**src/rtl/ckdiv_pkg.sv**
```systemverilog
package ckdiv_pkg;
  localparam int DATA_W = 16;
  localparam logic [1:0] A_CTRL   = 2'd0;
  localparam logic [1:0] A_STATUS = 2'd1;
  localparam logic [1:0] A_DIV    = 2'd2;
  localparam int CT_STOP   = 0;
  localparam int CT_START  = 1;
  localparam int CT_OP     = 2;
  localparam int CT_RESET  = 3;
  localparam int ST_CLK_ON = 8;
  localparam int ST_RST    = 15;

  // number of reference cycles in one half period for divider code d
  function automatic int unsigned half_cycles(input int unsigned d);
    return 32'd1 << d;
  endfunction
endpackage

```
**src/rtl/ckdiv_prescaler.sv**
```systemverilog
module ckdiv_prescaler #(
  parameter int DIV_W = 3,
  localparam int CNT_W = (1 << DIV_W) - 1
) (
  input  logic             clk,
  input  logic             rst_n,
  input  logic [DIV_W-1:0] div,
  output logic             tick
);
  import ckdiv_pkg::*;
  logic [CNT_W-1:0] cnt;
  logic [CNT_W-1:0] lim;

  always_comb begin
    lim  = CNT_W'(half_cycles(32'(div)) - 1);
    tick = (cnt == lim);
  end

  always_ff @(posedge clk or negedge rst_n) begin
    if (!rst_n)    cnt <= '0;
    else if (tick) cnt <= '0;
    else           cnt <= cnt + 1'b1;
  end
endmodule

```
**src/rtl/ckdiv_gate.sv**
```systemverilog
module ckdiv_gate #(
  parameter int DIV_W = 3,
  parameter logic [DIV_W-1:0] DIV_RST = '1
) (
  input  logic             clk,
  input  logic             rst_n,
  input  logic             tick,
  input  logic             run_req,
  input  logic [DIV_W-1:0] div_req,
  output logic             card_clk,
  output logic             running,
  output logic [DIV_W-1:0] active_div
);
  logic low_edge;
  assign low_edge = tick && !card_clk;

  always_ff @(posedge clk or negedge rst_n) begin
    if (!rst_n) begin
      card_clk   <= 1'b0;
      running    <= 1'b0;
      active_div <= DIV_RST;
    end else if (tick) begin
      if (card_clk) begin
        card_clk <= 1'b0;
      end else begin
        running    <= run_req;
        active_div <= div_req;
        card_clk   <= run_req;
      end
    end
  end

  logic unused_low_edge;
  assign unused_low_edge = low_edge;
endmodule

```
**src/rtl/ckdiv_regs.sv**
```systemverilog
module ckdiv_regs #(
  parameter int DIV_W = 3,
  parameter logic [DIV_W-1:0] DIV_RST = '1,
  parameter int RST_CYCLES = 4,
  localparam int RC_W = $clog2(RST_CYCLES + 1)
) (
  input  logic                         clk,
  input  logic                         rst_n,
  input  logic                         reg_wr,
  input  logic [1:0]                   reg_addr,
  input  logic [ckdiv_pkg::DATA_W-1:0] reg_wdata,
  input  logic                         running,
  output logic [ckdiv_pkg::DATA_W-1:0] reg_rdata,
  output logic                         run_req,
  output logic [DIV_W-1:0]             div_reg,
  output logic                         start_op,
  output logic                         rst_busy
);
  import ckdiv_pkg::*;
  logic          wr_ctrl, wr_div;
  logic [RC_W-1:0] rst_cnt;

  assign wr_ctrl  = reg_wr && (reg_addr == A_CTRL);
  assign wr_div   = reg_wr && (reg_addr == A_DIV);
  assign rst_busy = (rst_cnt != '0);

  always_ff @(posedge clk or negedge rst_n) begin
    if (!rst_n) begin
      run_req  <= 1'b0;
      div_reg  <= DIV_RST;
      start_op <= 1'b0;
      rst_cnt  <= '0;
    end else begin
      start_op <= wr_ctrl && reg_wdata[CT_OP];
      if (wr_ctrl && reg_wdata[CT_STOP])       run_req <= 1'b0;
      else if (wr_ctrl && reg_wdata[CT_START]) run_req <= 1'b1;
      if (wr_div) div_reg <= reg_wdata[DIV_W-1:0];
      if (wr_ctrl && reg_wdata[CT_RESET] && !rst_busy) rst_cnt <= RC_W'(RST_CYCLES);
      else if (rst_busy)                              rst_cnt <= rst_cnt - 1'b1;
    end
  end

  always_comb begin
    reg_rdata = '0;
    case (reg_addr)
      A_STATUS: begin
        reg_rdata[ST_CLK_ON] = running;
        reg_rdata[ST_RST]    = rst_busy;
      end
      A_DIV:   reg_rdata[DIV_W-1:0] = div_reg;
      default: reg_rdata = '0;
    endcase
  end
endmodule

```
**src/rtl/card_clk_gen.sv**
```systemverilog
module card_clk_gen #(
  parameter int DIV_W = 3,
  parameter int RST_CYCLES = 4
) (
  input  logic        clk,
  input  logic        rst_n,
  input  logic        reg_wr,
  input  logic [1:0]  reg_addr,
  input  logic [15:0] reg_wdata,
  output logic [15:0] reg_rdata,
  output logic        card_clk,
  output logic        start_op
);
  localparam logic [DIV_W-1:0] DIV_RST = '1;

  logic             tick;
  logic             run_req;
  logic             running;
  logic             rst_busy;
  logic [DIV_W-1:0] div_reg;
  logic [DIV_W-1:0] active_div;

  ckdiv_regs #(.DIV_W(DIV_W), .DIV_RST(DIV_RST), .RST_CYCLES(RST_CYCLES)) u_regs (
    .clk(clk), .rst_n(rst_n), .reg_wr(reg_wr), .reg_addr(reg_addr),
    .reg_wdata(reg_wdata), .running(running), .reg_rdata(reg_rdata),
    .run_req(run_req), .div_reg(div_reg), .start_op(start_op), .rst_busy(rst_busy)
  );

  ckdiv_prescaler #(.DIV_W(DIV_W)) u_pre (
    .clk(clk), .rst_n(rst_n), .div(active_div), .tick(tick)
  );

  ckdiv_gate #(.DIV_W(DIV_W), .DIV_RST(DIV_RST)) u_gate (
    .clk(clk), .rst_n(rst_n), .tick(tick), .run_req(run_req), .div_req(div_reg),
    .card_clk(card_clk), .running(running), .active_div(active_div)
  );
endmodule

```
**config.mk**
```make
export PLATFORM = sky130hd
export DESIGN_NAME = card_clk_gen
export DESIGN_NICKNAME = d
export VERILOG_FILES = /design/src/rtl/ckdiv_pkg.sv /design/src/rtl/ckdiv_prescaler.sv /design/src/rtl/ckdiv_gate.sv /design/src/rtl/ckdiv_regs.sv /design/src/rtl/card_clk_gen.sv
export SDC_FILE = /design/constraint.sdc
export NUM_CORES = 1
export LEC_CHECK = 0
export ABC_CLOCK_PERIOD_IN_PS = 4250
export BUFFER_PORTS_ARGS = -buffer_cell sky130_fd_sc_hd__buf_2
export CAP_MARGIN = 20
export CORE_ASPECT_RATIO = 1.25
export CORE_MARGIN = 10
export CORE_UTILIZATION = 53
export CTS_CLUSTER_DIAMETER = 30
export DETAILED_ROUTE_END_ITERATION = 16
export PLACE_DENSITY_LB_ADDON = 0.25
export REMOVE_ABC_BUFFERS = 1
export SYNTH_ARGS = -nofsm -noshare
export SYNTH_HDL_FRONTEND = slang
export SYNTH_SLANG_ARGS = --single-unit
```
**constraint.sdc**
```tcl
create_clock -name clk -period 4.25 [get_ports clk]
set_input_delay 0.2125 -clock clk [delete_from_list [all_inputs] [get_ports clk]]
set_output_delay 0.2125 -clock clk [all_outputs]
set_load 0.05 [all_outputs]
```
==> metrics.md, run 1 <==
| Metric | Value |
|---|---|
| Core footprint | `2030 um2` |
| Final number of hold-violating endpoints | `0` |
| Cts hold-fix bufs | `1` |
| Fillers | `179` |
| Clock Sinks | `20` |
| Yosys cell types | `38` |
| LEAKAGE | `0.569 nW` |
| # nets final | `151` |
| First DRT Iteration DRCs | `26` |
| Critical Path Source Type | `flip-flop` |
| Most flops, register | `u_pre.cnt` |
| Register bit total from synthesis | `20` |
| Required time of the critical path | `4.43 ns` |
| Number of port buffers | `15` |
| Worst skew pair latency | `0.29 ns` |
| Vias in the first global route | `838` |
| DR WL/cell | `14.7 um` |
| Initial antenna violation count | `0` |
| DR vias | `781` |
| Non-filler cells, final | `146` |
| CP arrival | `2.16 ns` |
| Syn avg cell area | `10.4 um2` |
| Placed insts | `141` |
| CTS resizes | `0` |
| Fmax | `505 MHz` |
| Worst-path clk slew | `0.10 ns` |
| Seq/Total Area, Yosys | `43.9%` |
| Die H | `72.2 um` |
| Hold Path Stages | `2` |
| Final Critical Period | `1.98 ns` |
| Synth top area cells | `dfrtp_1 30%, dfstp_2 14%, buf_4 7.1%, mux2_2 6.8%, xnor2_1 3.8%` |
| Die area | `4460 um2` |
| Status | `finished clean` |
| Final slew viol count | `0` |
| Share of layout cells above drive strength 1 | `29.4%` |
| Max reg flops | `7` |
| Final RePlAce weighted congestion | `0.860` |
| Worst-margin pin slew | `0.573 ns` |
| Hpwl dp | `1.66 mm` |
| Post-Route WL | `2.15 mm` |
| Post-synthesis cell count | `111` |
| Deepest clock path buffer count | `2` |
| Antenna diode count | `0` |
| Peak supply drop | `357 uV` |
| # DRC | `0` |
| Hold Crit Class | `input port to flip-flop` |
| Largest net degree at the start of global routing | `21` |
| Critical path class | `flip-flop to flip-flop` |
| Total gr overflow | `0` |
| First-pass DRT Iterations | `4` |
| Initial core utilization | `57.0%` |
| Post-CTS setup buffer count | `0` |
| First-pass GRT wire length | `3.64 mm` |
| Clock Skew | `0.00674 ns` |
| Rows | `18` |
| Ys Warns | `0` |
| Slew headroom | `61.7%` |
| RSZ-0062 raised after global routing | `false` |
| Tcrit/Tclk final | `46.6%` |
| Area growth syn-to-layout | `4.87%` |
| H-tree Lvls | `1` |
| Clk root buf | `clkbuf_4` |
| FFs w/ async S/R, synth | `100%` |
| Total Neg Setup Slack | `0 ns` |
| CTS Buf Count | `3` |
| Critical Path End Type | `flip-flop` |
| Pwr Density | `669 nW/um2` |
| Cell Area, Synth | `1160 um2` |
| # setup viols final | `0` |
| GR Util All Layers | `10.5%` |
| Number of max-cap violations | `0` |
| Vias per inst | `5.35` |
| Reg2Reg Depth | `5` |
| CP max FO | `12` |
| CTS tree | `done` |
| Die width | `61.8 um` |
| Top FF cell, synth | `dfrtp_1` |
| I/O pins | `39` |
| EDFF count, synth | `0` |
| Number of nets still failing antenna checks after routing | `0` |
| Synth area leader | `dfrtp_1` |
| Yosys top cell area share | `30.3%` |
metal layers:
| layer | global-route usage [%] | vias to the layer above | wire, um |
|---|---|---|---|
| met5 | 0 | - | 0 |
| met4 | 3.73 | 0 | 24 |
| met3 | 2.79 | 2 | 101 |
| met2 | 18.2 | 15 | 1090 |
| met1 | 11.7 | 372 | 925 |
| li1 | - | 392 | - |
kinds of logic after synthesis:
group | Yosys count | synth area share [%]
AOI/OAI and AO/OA | 17 | 9.63
buffers and inverters | 20 | 11.8
muxes | 8 | 8.12
and+or+nand+nor | 37 | 19.2
DFF | 20 | 43.9
adders and majority gates | 3 | 3.25
other | 1 | 0.324
xor gates and xnor gates | 5 | 3.79
through the flow:
stage	hold slack (ns)	worst slack (ns)	cell area [um2]	total power, mW	util (%)
global route	0.0889	2.11	1210	0.889	59.8
detailed placement	0.189	2.27	1180	0.725	58.0
floorplan	-0.0831	2.12	1080	0.643	-
CTS	0.103	2.25	1210	0.821	59.8
global placement	0.178	2.29	1180	0.705	58.0
finish	0.109	2.27	1210	0.812	59.8
Yosys cell counts (3+ instances only):
cell / n
o21ai_0: 3
a21oi_1: 5
inv_1: 5
dfrtp_1: 14
dfstp_2: 6
ha_1: 3
xnor2_1: 5
nor2b_1: 3
and2_1: 4
nand3_1: 4
nand2_1: 4
nor2_1: 6
buf_4: 11
mux2_2: 7
critical path, cell delays in order, from the launching register on:
cell and delay (ns):
dfstp_2 0.65, and4_2 0.24, nor3_1 0.05, a211oi_1 0.22
and3_1 0.39, mux2_4 0.33
cells in the final DEF, fill, tap and decap left out, types with 3 or more instances in the layout:
| cell type | Yosys | routed |
|---|---|---|
| a21oi_1 | 5 | 5 |
| and2_1 | 4 | 4 |
| buf_2 | 1 | 15 |
| clkbuf_4 | 0 | 3 |
| conb_1 | 1 | 11 |
| dfrtp_1 | 14 | 14 |
| dfstp_2 | 6 | 6 |
| ha_1 | 3 | 3 |
| inv_1 | 5 | 5 |
| mux2_2 | 7 | 7 |
| nand2_1 | 4 | 4 |
| nand3_1 | 4 | 4 |
| nor2_1 | 6 | 6 |
| nor2b_1 | 3 | 3 |
| o21ai_0 | 3 | 3 |
| xnor2_1 | 5 | 5 |
report_power, final:
| group | internal (mW) | total, mW | switching, mW |
|---|---|---|---|
| registers | 0.281 | 0.370 | 0.0894 |
| logic | 0.163 | 0.351 | 0.188 |
| clock network | 0.0364 | 0.0905 | 0.0540 |
| total | 0.481 | 0.812 | 0.331 |
path summary, 6_finish.rpt:
check / from / slack [ns] / end
worst max register to register: u_gate.active_div[1] / 2.27 / u_gate.card_clk
worst min register to register: u_regs.rst_cnt[2] / 0.49 / u_regs.rst_cnt[2]
worst min-delay path: reg_wdata[0] / 0.11 / u_regs.run_req
max in group asynchronous: rst_n / 3.52 / u_regs.div_reg[0]
worst max-delay path: u_gate.active_div[1] / 2.27 / u_gate.card_clk
min in group asynchronous: rst_n / 0.39 / u_regs.rst_cnt[0]
final cells by class:
class                           count  area [um2]  share of cell area, %
Multi-Input combinational cell     81         549                   45.3
Sequential cell                    20         508                   41.9
Timing Repair Buffer               16        85.1                   7.02
Clock buffer                        4        26.3                   2.17
Tap cell                           20        25.0                   2.06
Inverter                            5        18.8                   1.55
(Power assumes the default switching activity.)
==> inputs of run 2 (changes only) <==
--- a/config.mk
+++ b/config.mk
@@ -5,12 +5,13 @@
 export SDC_FILE = /design/constraint.sdc
 export NUM_CORES = 1
 export LEC_CHECK = 0
-export ABC_CLOCK_PERIOD_IN_PS = 4250
+export ABC_AREA = 1
+export ABC_CLOCK_PERIOD_IN_PS = 1600
 export BUFFER_PORTS_ARGS = -buffer_cell sky130_fd_sc_hd__buf_2
 export CAP_MARGIN = 20
 export CORE_ASPECT_RATIO = 1.25
 export CORE_MARGIN = 10
-export CORE_UTILIZATION = 53
+export CORE_UTILIZATION = 46
 export CTS_CLUSTER_DIAMETER = 30
 export DETAILED_ROUTE_END_ITERATION = 16
 export PLACE_DENSITY_LB_ADDON = 0.25
==> constraint.sdc (replaced) <==
create_clock -name clk -period 1.6 [get_ports clk]
set_input_delay 0.08 -clock clk [delete_from_list [all_inputs] [get_ports clk]]
set_output_delay 0.08 -clock clk [all_outputs]
set_load 0.05 [all_outputs]
==> run 2 against run 1 <==
  * Sequential power increased to 2.6 times the previous value
  * Synthesized area up 13%
  * Critical path depth rose by 3
  * Routed wire length increased by 24%
  * Flip-flop and latch count is the same
  * Hold slack worse by 0.092 ns
  * Largest cell class unchanged
  * Largest power group is now combinational cells
==> metrics.md, run 2 <==
| Metric | Value |
|---|---|
| Initial antenna violation count | `0 (unchanged)` |
| RSZ-0062 raised after global routing | `true` |
| Most frequent cells in the layout | `35 x nand2_1, 22 x inv_1, 14 x buf_2, 14 x dfrtp_1` |
| Worst-path clk slew | `0.11 ns (about the same)` |
| CP max stage cell | `dfstp_2` |
| CP arrival | `1.73 ns (-0.43 ns)` |
| CP most frequent cell | `nand2_1` |
| Number of nets still failing antenna checks after routing | `0 (unchanged)` |
| Number of max-cap violations | `0 (unchanged)` |
| CTS Buf Count | `3 (unchanged)` |
| R2R Path Start | `u_gate.active_div[2]` |
| Number of port buffers | `15 (unchanged)` |
| GR Util All Layers | `10.3% (-0.16 points)` |
| GRT Max-Usage Layer | `met2` |
| Vias per inst | `4.77 (-11%)` |
| Min-delay src | `reg_wdata[0]` |
| Synth top area cells | `dfrtp_1 27%, dfstp_2 12%, nand2_1 11%, buf_4 6.3%, inv_1 6.3%` |
| Final slew viol count | `0 (unchanged)` |
| Die area | `5370 um2 (+20%)` |
| Hpwl dp | `2.05 mm (+24%)` |
| Cell Area, Synth | `1300 um2 (+13%)` |
| DR vias | `1050 (+34%)` |
| First DRT Iteration DRCs | `47 (+81%)` |
| Required time of the critical path | `1.79 ns (-2.64 ns)` |
| Worst skew pair latency | `0.29 ns (about the same)` |
| Cell with the most instances after synthesis | `nand2_1` |
| Yosys cell types | `30 (-21%)` |
| Register bit total from synthesis | `20 (unchanged)` |
| Critical Path End Type | `flip-flop` |
| Family with the most delay on the worst path | `flip-flops` |
| Max reg flops | `7 (unchanged)` |
| Final RePlAce weighted congestion | `0.850 (-1.1%)` |
| FFs w/ async S/R, synth | `100% (unchanged)` |
| Area growth syn-to-layout | `16.2%` |
| Peak supply drop | `974 uV (+170%)` |
| Synth cell count leaders | `39 x nand2_1, 22 x inv_1, 14 x dfrtp_1, 14 x nor2_1, 11 x buf_4` |
| DP Area | `1350 um2 (+15%)` |
| Largest net degree at the start of global routing | `21 (unchanged)` |
| Clk root buf | `clkbuf_4` |
| Design Area, Final | `1510 um2 (+25%)` |
| Yosys top cell area share | `26.9% (-3.4 points)` |
| CTS tree | `done` |
| LEAKAGE | `0.799 nW (+40%)` |
| Critical path class | `flip-flop to flip-flop` |
| Met2 Use GR | `19.0% (+0.85 points)` |
| H-tree Lvls | `1 (unchanged)` |
| # setup viols final | `0 (unchanged)` |
| Clock Sinks | `20 (unchanged)` |
| CP max stage delay | `0.66 ns (about the same)` |
| Critical Path Source Type | `flip-flop` |
| R2R Setup Slk | `0.06 ns (-2.21 ns)` |
| Ys Warns | `0 (unchanged)` |
| Post-Route WL | `2.66 mm (+24%)` |
| Status | `finished clean` |
| Hold Crit Class | `input port to flip-flop` |
| Final Critical Period | `1.54 ns (-0.442 ns)` |
| DP Worst Slack | `0.0490 ns (-2.22 ns)` |
| Die width | `67.6 um (+9.4%)` |
| Core footprint | `2710 um2 (+34%)` |
| CP max FO | `6 (-6)` |
| First-pass GRT wire length | `4.52 mm (+24%)` |
| DR WL/cell | `12.1 um (-18%)` |
| Pwr Density | `1850 nW/um2 (+180%)` |
| Total gr overflow | `0 (unchanged)` |
| Clock Skew | `0.00427 ns (-0.00247 ns)` |
| Antenna diode count | `0 (unchanged)` |
| Seq/Total Area, Yosys | `39.0% (-4.9 points)` |
| Post-synthesis cell count | `164 (+48%)` |
| # DRC | `0 (unchanged)` |
| Deepest clock path buffer count | `2 (unchanged)` |
| Fmax | `650 MHz (+29%)` |
| Initial core utilization | `48.1% (-8.9 points)` |
| Die H | `79.5 um (+10%)` |
| # nets final | `211 (+40%)` |
| Final setup margin | `0.0612 ns (-2.21 ns)` |
| Commonest non-fill, non-tap cell in the layout | `nand2_1` |
| Syn avg cell area | `7.94 um2 (-24%)` |
| Vias in the first global route | `1082 (+29%)` |
| Final number of hold-violating endpoints | `0 (unchanged)` |
| Cell Chain, Critical Path | `buf_6 -> o21ai_1 -> nand2_1 -> nand2_1 -> nor2_4 -> nand2_4 -> inv_8 -> nor2_2` |
| Hold Path Sink | `u_regs.div_reg[0]` |
| Most flops, register | `u_pre.cnt` |
| Share of layout cells above drive strength 1 | `31.2% (+1.8 points)` |
| Crit path buffers/inverters | `2 (+2)` |
| Met1 global-route usage | `11.2% (-0.48 points)` |
| Rows | `21 (+3)` |
| Hold Path Stages | `3 (+1)` |
| I/O pins | `39 (unchanged)` |
| Fillers | `253 (+41%)` |
| First-pass DRT Iterations | `4 (unchanged)` |
| R2r endpoint | `u_pre.cnt[4]` |
| GR Util met3 | `1.54% (-1.2 points)` |
| Reg2Reg Depth | `8 (+3)` |
| Top FF cell, synth | `dfrtp_1` |
| EDFF count, synth | `0 (unchanged)` |
| Tcrit/Tclk final | `96.2% (+50 points)` |
| Fin util | `55.9% (-3.9 points)` |
| Synth area leader | `dfrtp_1` |
[run 2: final cells by class]
cell class              instances  area, um2  share of cell area (%)
multi-input cells             116        678                    44.8
flip-flops and latches         20        508                    33.6
repair buffers                 21        148                    9.75
inverters                      25        101                    6.69
well taps                      34       42.5                    2.81
clock buffers                   4       36.3                    2.40
[run 2: report_power, final]
part | internal, mW | total (mW) | switching [mW]
Combinational | 0.600 | 1.57 | 0.971
Clock | 0.139 | 0.290 | 0.151
Sequential | 0.723 | 0.945 | 0.222
[run 2: how the worst max path moves through the flow]
stage	startpoint	endpoint	slack, ns	cells past startpoint
floorplan	u_regs.rst_cnt[0]	reg_rdata[15]	-0.21	5
global placement	u_gate.active_div[2]	u_pre.cnt[0]	0.05	7
detailed placement	u_gate.active_div[2]	u_gate.running	0.05	7
CTS	u_regs.rst_cnt[0]	reg_rdata[15]	0.007	6
global route	u_gate.active_div[2]	u_pre.cnt[4]	-0.02	9
finish	u_gate.active_div[2]	u_pre.cnt[4]	0.06	8
[run 2: tightest hold or removal path, stage by stage]
cell	delay (ns)
buf_2	0.09
inv_1	0.06
o21ai_0	0.08
[run 2: cell families after synthesis]
group                      synth area share, %
other                                    0.288
AOI/OAI and AO/OA                         5.38
xor gates and xnor gates                  3.36
buffers and inverters                     15.7
and+or+nand+nor                           33.4
adders and majority gates                 2.88
DFF                                       39.0
[run 2: per-stage QoR]
step | std cells | TNS, ns | power [mW] | hold slack (ns)
CTS | 216 | 0 | 2.61 | 0.000492
detailed placement | 210 | 0 | 2.30 | 0.0569
finish | 220 | 0 | 2.81 | 0.0169
global placement | 210 | 0 | 2.25 | 0.0440
floorplan | 161 | -0.214 | 2.04 | -0.216
global route | 220 | -0.0901 | 3.05 | 0.0465
[run 2: timing repair]
action	in CTS	in global routing
gates resized for setup	1	19
pin swaps	0	5
cloned	0	0
hold buffers	2	0
endpoints found under the setup margin	1	13
setup buffers	0	4
hold endpoints to repair	15	0
[run 2: per-layer routing]
metal	wire length [um]	share of wire (%)
met1	1070	40
met2	1470	55
met3	110	4.1
met4	15	0.56
met5	0	0
